`config.mk`:
```
export PLATFORM = sky130hd
export DESIGN_NAME = bsc_rx_framer
export DESIGN_NICKNAME = d
export VERILOG_FILES = /design/src/rtl/bsc_pkg.sv /design/src/rtl/bsc_crc16.sv /design/src/rtl/bsc_timer.sv /design/src/rtl/bsc_rx_ctl.sv /design/src/rtl/bsc_rx_framer.sv
export SDC_FILE = /design/constraint.sdc
export NUM_CORES = 1
export LEC_CHECK = 0
export BUFFER_PORTS_ARGS = -buffer_cell sky130_fd_sc_hd__buf_2
export CAP_MARGIN = 20
export CELL_PAD_IN_SITES_DETAIL_PLACEMENT = 0
export CELL_PAD_IN_SITES_GLOBAL_PLACEMENT = 2
export CORE_UTILIZATION = 35
export CTS_CLUSTER_DIAMETER = 120
export DETAILED_ROUTE_END_ITERATION = 8
export PLACE_DENSITY_LB_ADDON = 0.1
export SYNTH_ARGS = -nofsm -noshare
export SYNTH_HDL_FRONTEND = slang
export SYNTH_SLANG_ARGS = --single-unit
```
`constraint.sdc`:
```
create_clock -name clk_i -period 2.6 [get_ports clk_i]
set_input_delay 0 -clock clk_i [delete_from_list [all_inputs] [get_ports clk_i]]
set_output_delay 0 -clock clk_i [all_outputs]
set_load 0.05 [all_outputs]
```
`src/rtl/bsc_pkg.sv`:
```
package bsc_pkg;
  localparam logic [7:0] C_SOH  = 8'h01;
  localparam logic [7:0] C_STX  = 8'h02;
  localparam logic [7:0] C_ETX  = 8'h03;
  localparam logic [7:0] C_DLE  = 8'h10;
  localparam logic [7:0] C_ITB  = 8'h1F;
  localparam logic [7:0] C_ETB  = 8'h26;
  localparam logic [7:0] C_ENQ  = 8'h2D;
  localparam logic [7:0] C_SYN  = 8'h32;
  localparam logic [7:0] C_EOT  = 8'h37;
  localparam logic [7:0] C_NAK  = 8'h3D;
  localparam logic [7:0] C_ACK1 = 8'h61;
  localparam logic [7:0] C_WACK = 8'h6B;
  localparam logic [7:0] C_ACK0 = 8'h70;
  localparam logic [7:0] C_RVI  = 8'h7C;

  localparam int ST_BUSY = 0;
  localparam int ST_LGR  = 1;
  localparam int ST_BCC  = 2;
  localparam int ST_PAD  = 3;
  localparam int ST_CTL  = 4;
  localparam int ST_SCC  = 5;
  localparam int ST_TLNG = 6;
  localparam int ST_TGAP = 7;
  localparam int ST_W    = 8;

  typedef enum logic [3:0] {
    S_NTX, S_TXT, S_TRN, S_IB1, S_IB2, S_FB1, S_FB2, S_FB3, S_FB4, S_PAD
  } rx_st_e;

  function automatic logic legal_scc(input logic [7:0] b);
    return b inside {C_STX, C_ETB, C_ETX, C_SYN, C_ENQ, C_DLE, C_ITB, C_EOT,
                     C_RVI, C_WACK, C_ACK0, C_ACK1};
  endfunction

  function automatic logic is_stick(input logic [7:0] b);
    return b[7:5] == 3'b011;
  endfunction
endpackage

```
`src/rtl/bsc_crc16.sv`:
```
module bsc_crc16 #(
  parameter logic [15:0] POLY_R = 16'hA001
) (
  input  logic        clk_i,
  input  logic        rst_ni,
  input  logic        clr_i,
  input  logic        en_i,
  input  logic [7:0]  byte_i,
  output logic [15:0] crc_next_o
);
  logic [15:0] crc_q;

  always_comb begin
    logic [15:0] c;
    c = crc_q ^ {8'h00, byte_i};
    for (int i = 0; i < 8; i++) c = c[0] ? ((c >> 1) ^ POLY_R) : (c >> 1);
    crc_next_o = c;
  end

  always_ff @(posedge clk_i or negedge rst_ni) begin
    if (!rst_ni)    crc_q <= '0;
    else if (clr_i) crc_q <= '0;
    else if (en_i)  crc_q <= crc_next_o;
  end


  crc_clear_chk: assert property (@(posedge clk_i) disable iff (!rst_ni)
    clr_i |=> crc_q == 16'h0000);
endmodule

```
`src/rtl/bsc_timer.sv`:
```
module bsc_timer #(
  parameter int LIMIT = 100
) (
  input  logic clk_i,
  input  logic rst_ni,
  input  logic restart_i,
  input  logic run_i,
  output logic expire_o
);
  localparam int W = $clog2(LIMIT + 1);
  localparam logic [W-1:0] LAST = W'(LIMIT - 1);

  logic [W-1:0] cnt_q;

  assign expire_o = run_i && !restart_i && cnt_q == LAST;

  always_ff @(posedge clk_i or negedge rst_ni) begin
    if (!rst_ni)        cnt_q <= '0;
    else if (restart_i) cnt_q <= '0;
    else if (run_i)     cnt_q <= (cnt_q == LAST) ? '0 : cnt_q + 1'b1;
  end


  cnt_bound_chk: assert property (@(posedge clk_i) disable iff (!rst_ni)
    cnt_q <= LAST);
endmodule

```
`src/rtl/bsc_rx_ctl.sv`:
```
module bsc_rx_ctl
  import bsc_pkg::*;
#(
  parameter int LGR_W = 5
) (
  input  logic              clk_i,
  input  logic              rst_ni,
  input  logic              start_i,
  input  logic              monitor_i,
  input  logic              byte_vld_i,
  input  logic [7:0]        byte_i,
  input  logic [15:0]       crc_next_i,
  input  logic              to_long_i,
  input  logic              to_gap_i,
  output logic              crc_en_o,
  output logic              crc_clr_o,
  output logic              wr_dle_o,
  output logic              wr_byte_o,
  output logic              enter_o,
  output logic              in_text_o,
  output logic [7:0]        btc_o,
  output logic [ST_W-1:0]   status_o,
  output logic [LGR_W-1:0]  lgr_o
);
  localparam logic [LGR_W-1:0] LGR_MAX = '1;

  rx_st_e st_q, st_d, prev_q, prev_d, cur;
  logic dle_q, dle_d, txt_q, fire, d, pad_ok, decode;
  logic stb, sdle, inc, clr, enter, done, lgr_inc;
  logic [7:0] btc_q, btc_d, btc_val;
  logic [ST_W-1:0] status_q, setb;
  logic [LGR_W-1:0] lgr_q;

  assign fire    = byte_vld_i & status_q[ST_BUSY];
  assign d       = dle_q;
  assign pad_ok  = &byte_i[3:0];
  assign btc_val = d ? {1'b1, byte_i[6:0]} : byte_i;

  always_comb begin
    st_d = st_q; prev_d = prev_q; dle_d = dle_q; btc_d = btc_q;
    stb = 1'b0; sdle = 1'b0; inc = 1'b0; clr = 1'b0; enter = 1'b0;
    done = 1'b0; setb = '0; lgr_inc = 1'b0; decode = 1'b0; cur = st_q;
    if (fire) begin
      dle_d = 1'b0;
      case (st_q)
        S_IB1: begin inc = 1'b1; st_d = S_IB2; end
        S_IB2: begin
          inc = 1'b1; clr = 1'b1; st_d = prev_q;
          if (crc_next_i != '0) setb[ST_BCC] = 1'b1;
        end
        S_FB1: begin inc = 1'b1; st_d = S_FB2; end
        S_FB2: begin
          inc = 1'b1; st_d = S_FB3;
          if (crc_next_i != '0) setb[ST_BCC] = 1'b1;
        end
        S_FB3: begin
          if (!pad_ok) setb[ST_PAD] = 1'b1;
          st_d = S_FB4;
        end
        S_FB4: done = 1'b1;
        S_PAD: begin
          if (pad_ok) done = 1'b1;
          else begin setb[ST_CTL] = 1'b1; cur = prev_q; decode = 1'b1; end
        end
        default: decode = 1'b1;
      endcase
      if (decode) begin
        st_d = cur;
        if (cur == S_TRN && !d && byte_i != C_DLE) begin
          stb = 1'b1; inc = 1'b1;
        end else begin
          if (d && !legal_scc(byte_i)) setb[ST_SCC] = 1'b1;
          // held transparent DLE goes out with any escape but SYN
          sdle = (cur == S_TRN) && d && (byte_i != C_SYN);
          case (byte_i)
            C_SYN: stb = 1'b0;
            C_DLE: begin
              if (d || cur != S_TRN) begin stb = 1'b1; inc = 1'b1; end
              dle_d = !d;
            end
            C_SOH: begin
              stb = 1'b1; inc = 1'b1;
              if (cur == S_NTX) begin enter = 1'b1; st_d = S_TXT; end
            end
            C_STX: begin
              stb = 1'b1; inc = 1'b1;
              if (cur == S_NTX) begin enter = 1'b1; st_d = d ? S_TRN : S_TXT; end
              else if (cur == S_TXT && d) st_d = S_TRN;
            end
            C_ETX, C_ETB: begin
              stb = 1'b1; inc = 1'b1;
              if (cur == S_NTX) setb[ST_CTL] = 1'b1;
              if (cur != S_TRN || d) begin btc_d = btc_val; prev_d = cur; st_d = S_FB1; end
            end
            C_ITB: begin
              stb = 1'b1; inc = 1'b1;
              if (cur == S_NTX) setb[ST_CTL] = 1'b1;
              if (cur != S_TRN || d) begin
                prev_d = (cur == S_TRN) ? S_TXT : cur; st_d = S_IB1;
              end
            end
            C_ENQ: begin
              stb = 1'b1; inc = 1'b1;
              if (cur != S_TRN || d) begin btc_d = btc_val; prev_d = cur; st_d = S_PAD; end
            end
            C_EOT, C_NAK: begin
              stb = 1'b1; inc = 1'b1;
              if (cur == S_NTX) begin btc_d = btc_val; prev_d = cur; st_d = S_PAD; end
              else setb[ST_CTL] = 1'b1;
            end
            default: begin
              stb = 1'b1; inc = 1'b1;
              if (d && is_stick(byte_i)) begin
                if (cur == S_NTX) begin btc_d = btc_val; prev_d = cur; st_d = S_PAD; end
                else setb[ST_CTL] = 1'b1;
              end else if (cur == S_NTX && byte_i >= 8'h40 && byte_i != 8'hFF) begin
                lgr_inc = 1'b1; setb[ST_LGR] = 1'b1;
              end
            end
          endcase
        end
      end
    end
    if (enter) clr = 1'b1;
  end

  assign crc_en_o  = inc & ~enter;
  assign crc_clr_o = clr;
  assign wr_byte_o = stb & ~monitor_i;
  assign wr_dle_o  = sdle & ~monitor_i;
  assign enter_o   = enter;
  assign in_text_o = txt_q;
  assign btc_o     = btc_q;
  assign status_o  = status_q;
  assign lgr_o     = lgr_q;

  always_ff @(posedge clk_i or negedge rst_ni) begin
    if (!rst_ni) begin
      st_q <= S_NTX; prev_q <= S_NTX; dle_q <= 1'b0; btc_q <= '0;
      lgr_q <= '0; status_q <= '0; txt_q <= 1'b0;
    end else if (start_i) begin
      st_q <= S_NTX; prev_q <= S_NTX; dle_q <= 1'b0; btc_q <= '0;
      lgr_q <= '0; status_q <= ST_W'(1); txt_q <= 1'b0;
    end else begin
      st_q <= st_d; prev_q <= prev_d; dle_q <= dle_d; btc_q <= btc_d;
      status_q <= status_q | setb;
      if (lgr_inc && lgr_q != LGR_MAX) lgr_q <= lgr_q + 1'b1;
      if (enter) txt_q <= 1'b1;
      if (done) status_q[ST_BUSY] <= 1'b0;
      if (status_q[ST_BUSY] && to_long_i) begin
        status_q[ST_TLNG] <= 1'b1; status_q[ST_BUSY] <= 1'b0;
      end
      if (status_q[ST_BUSY] && to_gap_i) begin
        status_q[ST_TGAP] <= 1'b1; status_q[ST_BUSY] <= 1'b0;
      end
    end
  end


  start_clean_chk: assert property (@(posedge clk_i) disable iff (!rst_ni)
    start_i |=> status_o == ST_W'(1) && lgr_o == '0 && btc_o == 8'h00);

  trn_idle_chk: assert property (@(posedge clk_i) disable iff (!rst_ni)
    (fire && st_q == S_TRN && dle_q && byte_i == C_SYN) |-> !wr_byte_o && !wr_dle_o && !crc_en_o);

  bcc_nostore_chk: assert property (@(posedge clk_i) disable iff (!rst_ni)
    (fire && (st_q == S_FB1 || st_q == S_FB2 || st_q == S_IB1 || st_q == S_IB2)) |-> !wr_byte_o && crc_en_o);

  final_done_chk: assert property (@(posedge clk_i) disable iff (!rst_ni)
    (fire && st_q == S_FB4 && !start_i) |=> !status_o[ST_BUSY]);

  idle_stays_chk: assert property (@(posedge clk_i) disable iff (!rst_ni)
    (!status_o[ST_BUSY] && !start_i) |=> !status_o[ST_BUSY] && $stable(btc_o));
endmodule

```
`src/rtl/bsc_rx_framer.sv`:
```
module bsc_rx_framer
  import bsc_pkg::*;
#(
  parameter int LONG_CYC = 150_000_000,
  parameter int GAP_CYC  = 100_000_000,
  parameter int LGR_W    = 5
) (
  input  logic             clk_i,
  input  logic             rst_ni,
  input  logic             start_i,
  input  logic             monitor_i,
  input  logic             sync_i,
  input  logic             byte_vld_i,
  input  logic [7:0]       byte_i,
  output logic             wr_dle_o,
  output logic             wr_byte_o,
  output logic             crc_en_o,
  output logic [7:0]       btc_o,
  output logic [7:0]       status_o,
  output logic [LGR_W-1:0] lgr_cnt_o
);
  logic [15:0] crc_next;
  logic crc_clr, enter, in_text, to_long, to_gap;
  logic [ST_W-1:0] status;

  bsc_rx_ctl #(.LGR_W(LGR_W)) i_ctl (
    .clk_i, .rst_ni, .start_i, .monitor_i, .byte_vld_i, .byte_i,
    .crc_next_i(crc_next), .to_long_i(to_long), .to_gap_i(to_gap),
    .crc_en_o, .crc_clr_o(crc_clr), .wr_dle_o, .wr_byte_o,
    .enter_o(enter), .in_text_o(in_text), .btc_o,
    .status_o(status), .lgr_o(lgr_cnt_o)
  );

  bsc_crc16 i_crc (
    .clk_i, .rst_ni, .clr_i(crc_clr), .en_i(crc_en_o), .byte_i,
    .crc_next_o(crc_next)
  );

  bsc_timer #(.LIMIT(LONG_CYC)) i_tlong (
    .clk_i, .rst_ni, .restart_i(start_i | enter),
    .run_i(status[ST_BUSY]), .expire_o(to_long)
  );

  bsc_timer #(.LIMIT(GAP_CYC)) i_tgap (
    .clk_i, .rst_ni, .restart_i(start_i | enter | sync_i),
    .run_i(status[ST_BUSY] & in_text), .expire_o(to_gap)
  );

  assign status_o = status;
endmodule

```
**Yosys cells after proc, flatten, opt, wreduce, memory -nomap -nowiden**

Cells that the tools add are included.

- Register bits after elaboration: 102
- Output and inout bits: 24
- Word-level logic and storage cells: 234

- Add/subtract/negate cells: 3
- $lt $le $gt $ge: 1
- Equal/unequal tests: 36
- Mux-type cells: 114
- Bitwise operators: 19
- Reduce and logical (&&, ||, !) cells: 51

Operators by type and width:

| cell | number |
|---|---|
| 16-bit 2-to-1 mux | 10 |
| 4-bit 2-to-1 mux | 24 |
| 28-bit 2-to-1 mux | 3 |
| 27-bit 2-to-1 mux | 3 |
| 8-bit 2-to-1 mux | 9 |
| 1-bit 2-to-1 mux | 50 |
| 8-bit by 6-bit equality test with 1-bit output, second input constant | 5 |
| 8-bit by 7-bit equality test with 1-bit output, second input constant | 4 |
| 28-bit by 1-bit adder with 28-bit output, second input constant | 1 |
| 28-bit equality test, second input constant | 1 |
| 4-bit case mux with 7 select lines | 1 |
| 27-bit by 1-bit adder with 27-bit output, second input constant | 1 |
| 27-bit equality test, second input constant | 1 |
| 2-bit NOT with 3-bit output | 8 |
| 8-bit case mux with 3 select lines | 1 |
| 4-bit case mux with 5 select lines | 1 |
| 4-bit by 3-bit equality test with 1-bit output, second input constant | 4 |
| 8-bit by 2-bit equality test with 1-bit output, second input constant | 2 |
| 8-bit by 5-bit equality test with 1-bit output, second input constant | 2 |
| 1-bit logical AND | 16 |
| 4-bit case mux with 4 select lines | 1 |
| 16-bit nonzero test | 1 |
| 16-bit by 8-bit bitwise XOR with 16-bit output | 1 |
| 5-bit 2-to-1 mux | 3 |
| other kinds (41) | 71 |

**Longest topological paths before layout**

- Depth after elaboration: 26
- Mapped depth: 10

**By module**

From an unflattened synthesis, not the netlist that was laid out.

- Cell total of the unflattened synthesis: 735
- Area, all modules: 6601.3 um^2

Modules (own cells, without submodules):

| module | times used | cells an instance | area an instance (um^2) | seq. area each (um^2) |
|---|---|---|---|---|
| bsc_rx_ctl | 1 | 289 | 2442.3 | 775.7 |
| bsc_timer at i_tlong | 1 | 187 | 1657.8 | 700.7 |
| bsc_timer at i_tgap | 1 | 177 | 1585.3 | 675.6 |
| bsc_crc16 | 1 | 79 | 897.1 | 400.4 |
| bsc_rx_framer | 1 | 3 | 18.8 | 0.0 |

**Worst setup path before layout**

No wires, ideal clock.

- Kind: register -> output
- Start: reg i_ctl.st_q[1]
- End: out wr_dle_o
- Data arrival time: 3.010 ns
- Required time: 2.600 ns
- Slack: -0.410 ns
- Cell stages (with the launch flop): 6
- Cells stage by stage: dfrtp_1 > buf_2 > nor4b_1 > a21oi_1 > or3_1 > nor4_1

- Cells in the longest elaborated chain, start to end: 10
- Elaborated cells on any way between the ends: 22

Ends and longest elaborated chain:

| what | RTL line | RTL |
|---|---|---|
| start, declared | bsc_rx_ctl.sv:27 | `rx_st_e st_q, st_d, prev_q, prev_d, cur;` |
| start signal, assigned | bsc_rx_ctl.sv:145 | `st_q <= st_d; prev_q <= prev_d; dle_q <= dle_d; btc_q <= btc_d;` |
| 4-bit equality test / 4-bit 2-to-1 mux (equally long branches) | bsc_rx_ctl.sv:45, bsc_rx_ctl.sv:62 |  |
| 4-bit 2-to-1 mux | bsc_rx_ctl.sv:45 | `case (st_q)` |
| 4-bit 2-to-1 mux | bsc_rx_ctl.sv:43 | `if (fire) begin` |
| 4-bit by 2-bit equality test with 1-bit output | bsc_rx_ctl.sv:69, bsc_rx_ctl.sv:74 |  |
| 1-bit logical AND, on equally long branches (2 in a row) | bsc_rx_ctl.sv:74, bsc_rx_ctl.sv:69 |  |
| 1-bit 2-to-1 mux | bsc_rx_ctl.sv:69 | `if (cur == S_TRN && !d && byte_i != C_DLE) begin` |
| 1-bit 2-to-1 mux * | bsc_rx_ctl.sv:67 | `if (decode) begin` |
| 1-bit 2-to-1 mux * | bsc_rx_ctl.sv:43 |  |
| 1-bit bitwise AND * | bsc_rx_ctl.sv:130 | `assign wr_dle_o = sdle & ~monitor_i;` |
| end, declared | bsc_rx_framer.sv:15 | `output logic wr_dle_o,` |

Every way passes the cells marked *; elsewhere a longest branch is shown, timed or not. The select of a mux whose other input is x is not followed.

**Worst setup path in the final report**

- Start: reg i_crc.crc_q[0]
- End: reg i_crc.crc_q[13]

- Cells in the longest elaborated chain, start to end: 12

Ends and longest elaborated chain:

| what | RTL line | RTL |
|---|---|---|
| start, declared | bsc_crc16.sv:11 | `logic [15:0] crc_q;` |
| start signal, assigned | bsc_crc16.sv:23 | `else if (en_i) crc_q <= crc_next_o;` |
| 16-bit by 8-bit bitwise XOR with 16-bit output * | bsc_crc16.sv:15 | `c = crc_q ^ {8'h00, byte_i};` |
| 16-bit 2-to-1 mux * (7 in a row) | bsc_crc16.sv:16 | `for (int i = 0; i < 8; i++) c = c[0] ? ((c >> 1) ^ POLY_R) : (c >> 1);` |
| 2-bit NOT with 3-bit output (no line) | - |  |
| 16-bit 2-to-1 mux * | bsc_crc16.sv:16 |  |
| 16-bit 2-to-1 mux * | bsc_crc16.sv:23 |  |
| 16-bit 2-to-1 mux * | bsc_crc16.sv:22 | `else if (clr_i) crc_q <= '0;` |

Marked as above.
A chain may end at the register's enable or synchronous reset.

==> insert_results.sql <==
INSERT INTO impl_metrics (metric_group, metric, value, unit) VALUES
('run_status', 'status', 'finished clean', ''),
('drt', 'vias', '5352', ''),
('synthesis', 'synth_seq_area_share', '0.411', ''),
('synthesis', 'yosysMostFrequentCell', 'nor2_1', ''),
('sta', 'timing.setup.tns', '0', 'ps'),
('power', 'internal-power', '0.00364', 'W'),
('setup_path', 'timing.critical_path.fanout_max', '3', ''),
('synthesis', 'synth_cells', '687', ''),
('power', 'report.power.total', '0.00554', 'W'),
('sta', 'max_clock_freq', '403', 'MHz'),
('placement', 'hpwl', '12.4', 'mm'),
('cells_and_area', 'nets', '778', ''),
('synthesis', 'synth.cells.most_frequent', 'nor2_1 (105), dfrtp_1 (102), nand2_1 (59)', ''),
('setup_path', 'reg2reg_setup_slack', '120', 'ps'),
('global_routing', 'grt_start_max_net_pins', '60', ''),
('power', 'switching_power', '0.00190', 'W'),
('synthesis', 'synth_edf_count', '0', ''),
('cells_and_area', 'layout-drive-gt1-share', '0.217', ''),
('setup_path', 'timing.critical_path.arrival', '2720', 'ps'),
('setup_path', 'critical-path-slowest-cell', 'xnor3_1', ''),
('clock_network', 'cts-buffers-inserted', '9', ''),
('sta', 'slew_violations', '0', ''),
('sta', 'timing.final.hold_violations', '0', ''),
('die', 'core-area', '17300', 'µm²'),
('setup_path', 'worst_setup_path_startpoint', 'i_crc.crc_q[0]', ''),
('die', 'pin_count', '38', ''),
('power', 'power.static_leakage', '3.17', 'nW'),
('synthesis', 'ys.flop_type', 'dfrtp_1', ''),
('synthesis', 'synth.net_count', '706', ''),
('setup_path', 'critical_path.most_common_cell', 'xor2_1', ''),
('global_routing', 'grt_pass1_vias', '5354', ''),
('drt', 'drt_iter0_drc', '228', ''),
('setup_path', 'cp-start-kind', 'flip-flop', ''),
('synthesis', 'count_of_different_cell_masters_after_synthesis', '75', ''),
('drt', 'wl_per_cell', '17.1', 'µm'),
('drt', 'drt_pre_antenna_iters', '5', ''),
('drt', 'drt-vias-per-instance', '5.41', ''),
('sta', 'hold-worst-slack', '71.3', 'ps'),
('power', 'power-per-cell-area', '742', 'nW/µm²'),
('global_routing', 'grt_overflow_total', '0', ''),
('placement', 'place.port_buffers', '37', ''),
('die', 'fp.dieArea', '18300', 'µm²'),
('power', 'power.switching_fraction', '0.344', ''),
('global_routing', 'grt_util_all_layers', '0.197', ''),
('clock_network', 'cts_tree', 'yes', ''),
('setup_path', 'timing.critical_path.max_delay_family', 'XOR/XNOR gates', ''),
('sta', 'slew_headroom', '0.409', ''),
('flow_run', 'max_cap_viol_count', '0', ''),
('sta', 'finalCritPeriodShare', '0.954', ''),
('setup_path', 'cp_data_required_time', '2840', 'ps'),
('setup_path', 'worst-path-buf-inv', '0', ''),
('die', 'floorplan.die.width', '135', 'µm'),
('sta', 'max_slew.worst_pin.slew', '876', 'ps'),
('drt', 'ant_nets', '0', ''),
('power', 'combPwrFrac', '0.415', ''),
('die', 'initial_utilization', '0.359', ''),
('synthesis', 'syn_area', '6220', 'µm²'),
('cells_and_area', 'area_delta_synth_final', '20.0', '%'),
('setup_path', 'critical_path.reg2reg.endpoint', 'i_crc.crc_q[13]', ''),
('die', 'std_cell_rows', '48', ''),
('synthesis', 'synth-async-reset-ratio', '1.00', ''),
('setup_path', 'r2r.worst_path.cells', '8', ''),
('die', 'height_of_the_chip', '135', 'µm'),
('global_routing', 'grt_antenna_before_repair', '0', ''),
('synthesis', 'syn_area_per_cell', '9.05', 'µm²'),
('clock_network', 'clock-root-buffer', 'clkbuf_16', ''),
('setup_path', 'crit_cells', '8', ''),
('worst_hold_path', 'worstHoldPathType', 'in -> reg', ''),
('setup_path', 'kind_of_end_point_of_the_critical_path', 'flip-flop', ''),
('global_routing', 'wire_length_of_the_first_global_routing_pass', '28.0', 'mm'),
('setup_path', 'cpPeakStageDelay', '470', 'ps');
metrics by stage:
stage	std cells	setup slack (ps)	utilization	area [µm²]
global placement	963	112	0.402	6960
global route	989	-47.7	0.431	7460
floorplan	687	57.4	-	6230
detailed placement	963	47.8	0.402	6960
finish	989	121	0.431	7460
CTS	985	33.6	0.422	7310
repair_timing:
item | CTS | global route
pin swaps | 0 | 8
gates resized for setup | 3 | 20
hold endpoints to repair | 59 | 0
buffers inserted | 2 | 4
hold buffers | 4 | 0
setup endpoints to repair | 1 | 21
how the worst min path moves through the flow:
stage | from | end | slack (ps) | cells after the start
after floorplan | rst_ni | i_crc.crc_q[0] | -300 | 0
after global placement | rst_ni | i_tlong.cnt_q[21] | 140 | 1
after detailed placement | rst_ni | i_tlong.cnt_q[21] | 140 | 1
after CTS | byte_i[0] | i_ctl.btc_o[0] | 50 | 3
after global routing | byte_i[0] | i_ctl.btc_o[0] | 70 | 3
final | byte_i[0] | i_ctl.btc_o[0] | 70 | 3
power by group through the flow:
stage | sequential (W) | combinational (W) | clock, W
2_1_floorplan | 0.00197 | 0.00150 | 0
3_3_place_gp | 0.00192 | 0.00202 | 0
3_5_place_dp | 0.00192 | 0.00205 | 0
4_1_cts | 0.00189 | 0.00207 | 0.00138
5_1_grt | 0.00194 | 0.00253 | 0.00145
6_report | 0.00191 | 0.00230 | 0.00133
state kept, by name (all words and copies together), names as in the netlist:
signal,count
i_tlong.cnt_q,28
i_tgap.cnt_q,27
i_crc.crc_q,16
i_ctl.btc_o,8
i_ctl.status_o,8
i_ctl.lgr_o,5
i_ctl.prev_q,4
i_ctl.st_q,4
i_ctl.d,1
i_ctl.in_text_o,1
worst min-delay path, delay by kind of cell:
kind | cells | cell delay (ps)
buffers and inverters | 1 | 210
AOI/OAI and AO/OA | 1 | 70
and+or+nand+nor | 1 | 110
layer usage:
metal	GRT usage	up-vias	share of wire
met5	0	-	0
met4	0.0718	0	0.025
met3	0.0393	32	0.034
met2	0.325	116	0.47
met1	0.254	2596	0.47
li1	-	2608	-
logic make-up (layout without fill, tap and decap cells):
family,Yosys count,in the layout,synth area share
AOI/OAI and AO/OA,105,105,0.131
xor gates and xnor gates,75,75,0.108
adders and majority gates,5,5,0.0101
buffers and inverters,52,129,0.0368
DFF,102,102,0.411
muxes,21,21,0.0374
and+or+nand+nor,327,327,0.266
placed cells by master (no fill, tap or decap), types with 8 or more instances in the layout:
| master | count |
|---|---|
| buf_4 | 56 |
| and3_1 | 14 |
| clkbuf_16 | 9 |
| and4_1 | 8 |
| xnor2_1 | 32 |
| dfrtp_1 | 102 |
| nor4_1 | 9 |
| nand2_1 | 59 |
| xor2_1 | 34 |
| o21ai_0 | 10 |
| o2bb2ai_1 | 8 |
| nand3_1 | 33 |
| buf_2 | 34 |
| nand4_1 | 21 |
| a21oi_1 | 18 |
| nor3_1 | 21 |
| nor2_1 | 105 |
| mux2_2 | 10 |
| inv_1 | 12 |
| or3_1 | 8 |
| mux2i_1 | 9 |
final cells by class:
type                            instances  area, µm²
Fill cell                            1729       9830
Multi-Input combinational cell        533       3580
Sequential cell                       102       2550
Timing Repair Buffer                  100        721
Tap cell                              225        282
Clock buffer                           10        239
Inverter                               13       48.8
Clock inverter                          6       43.8
Note: power is estimated with default switching activity, not from simulation.
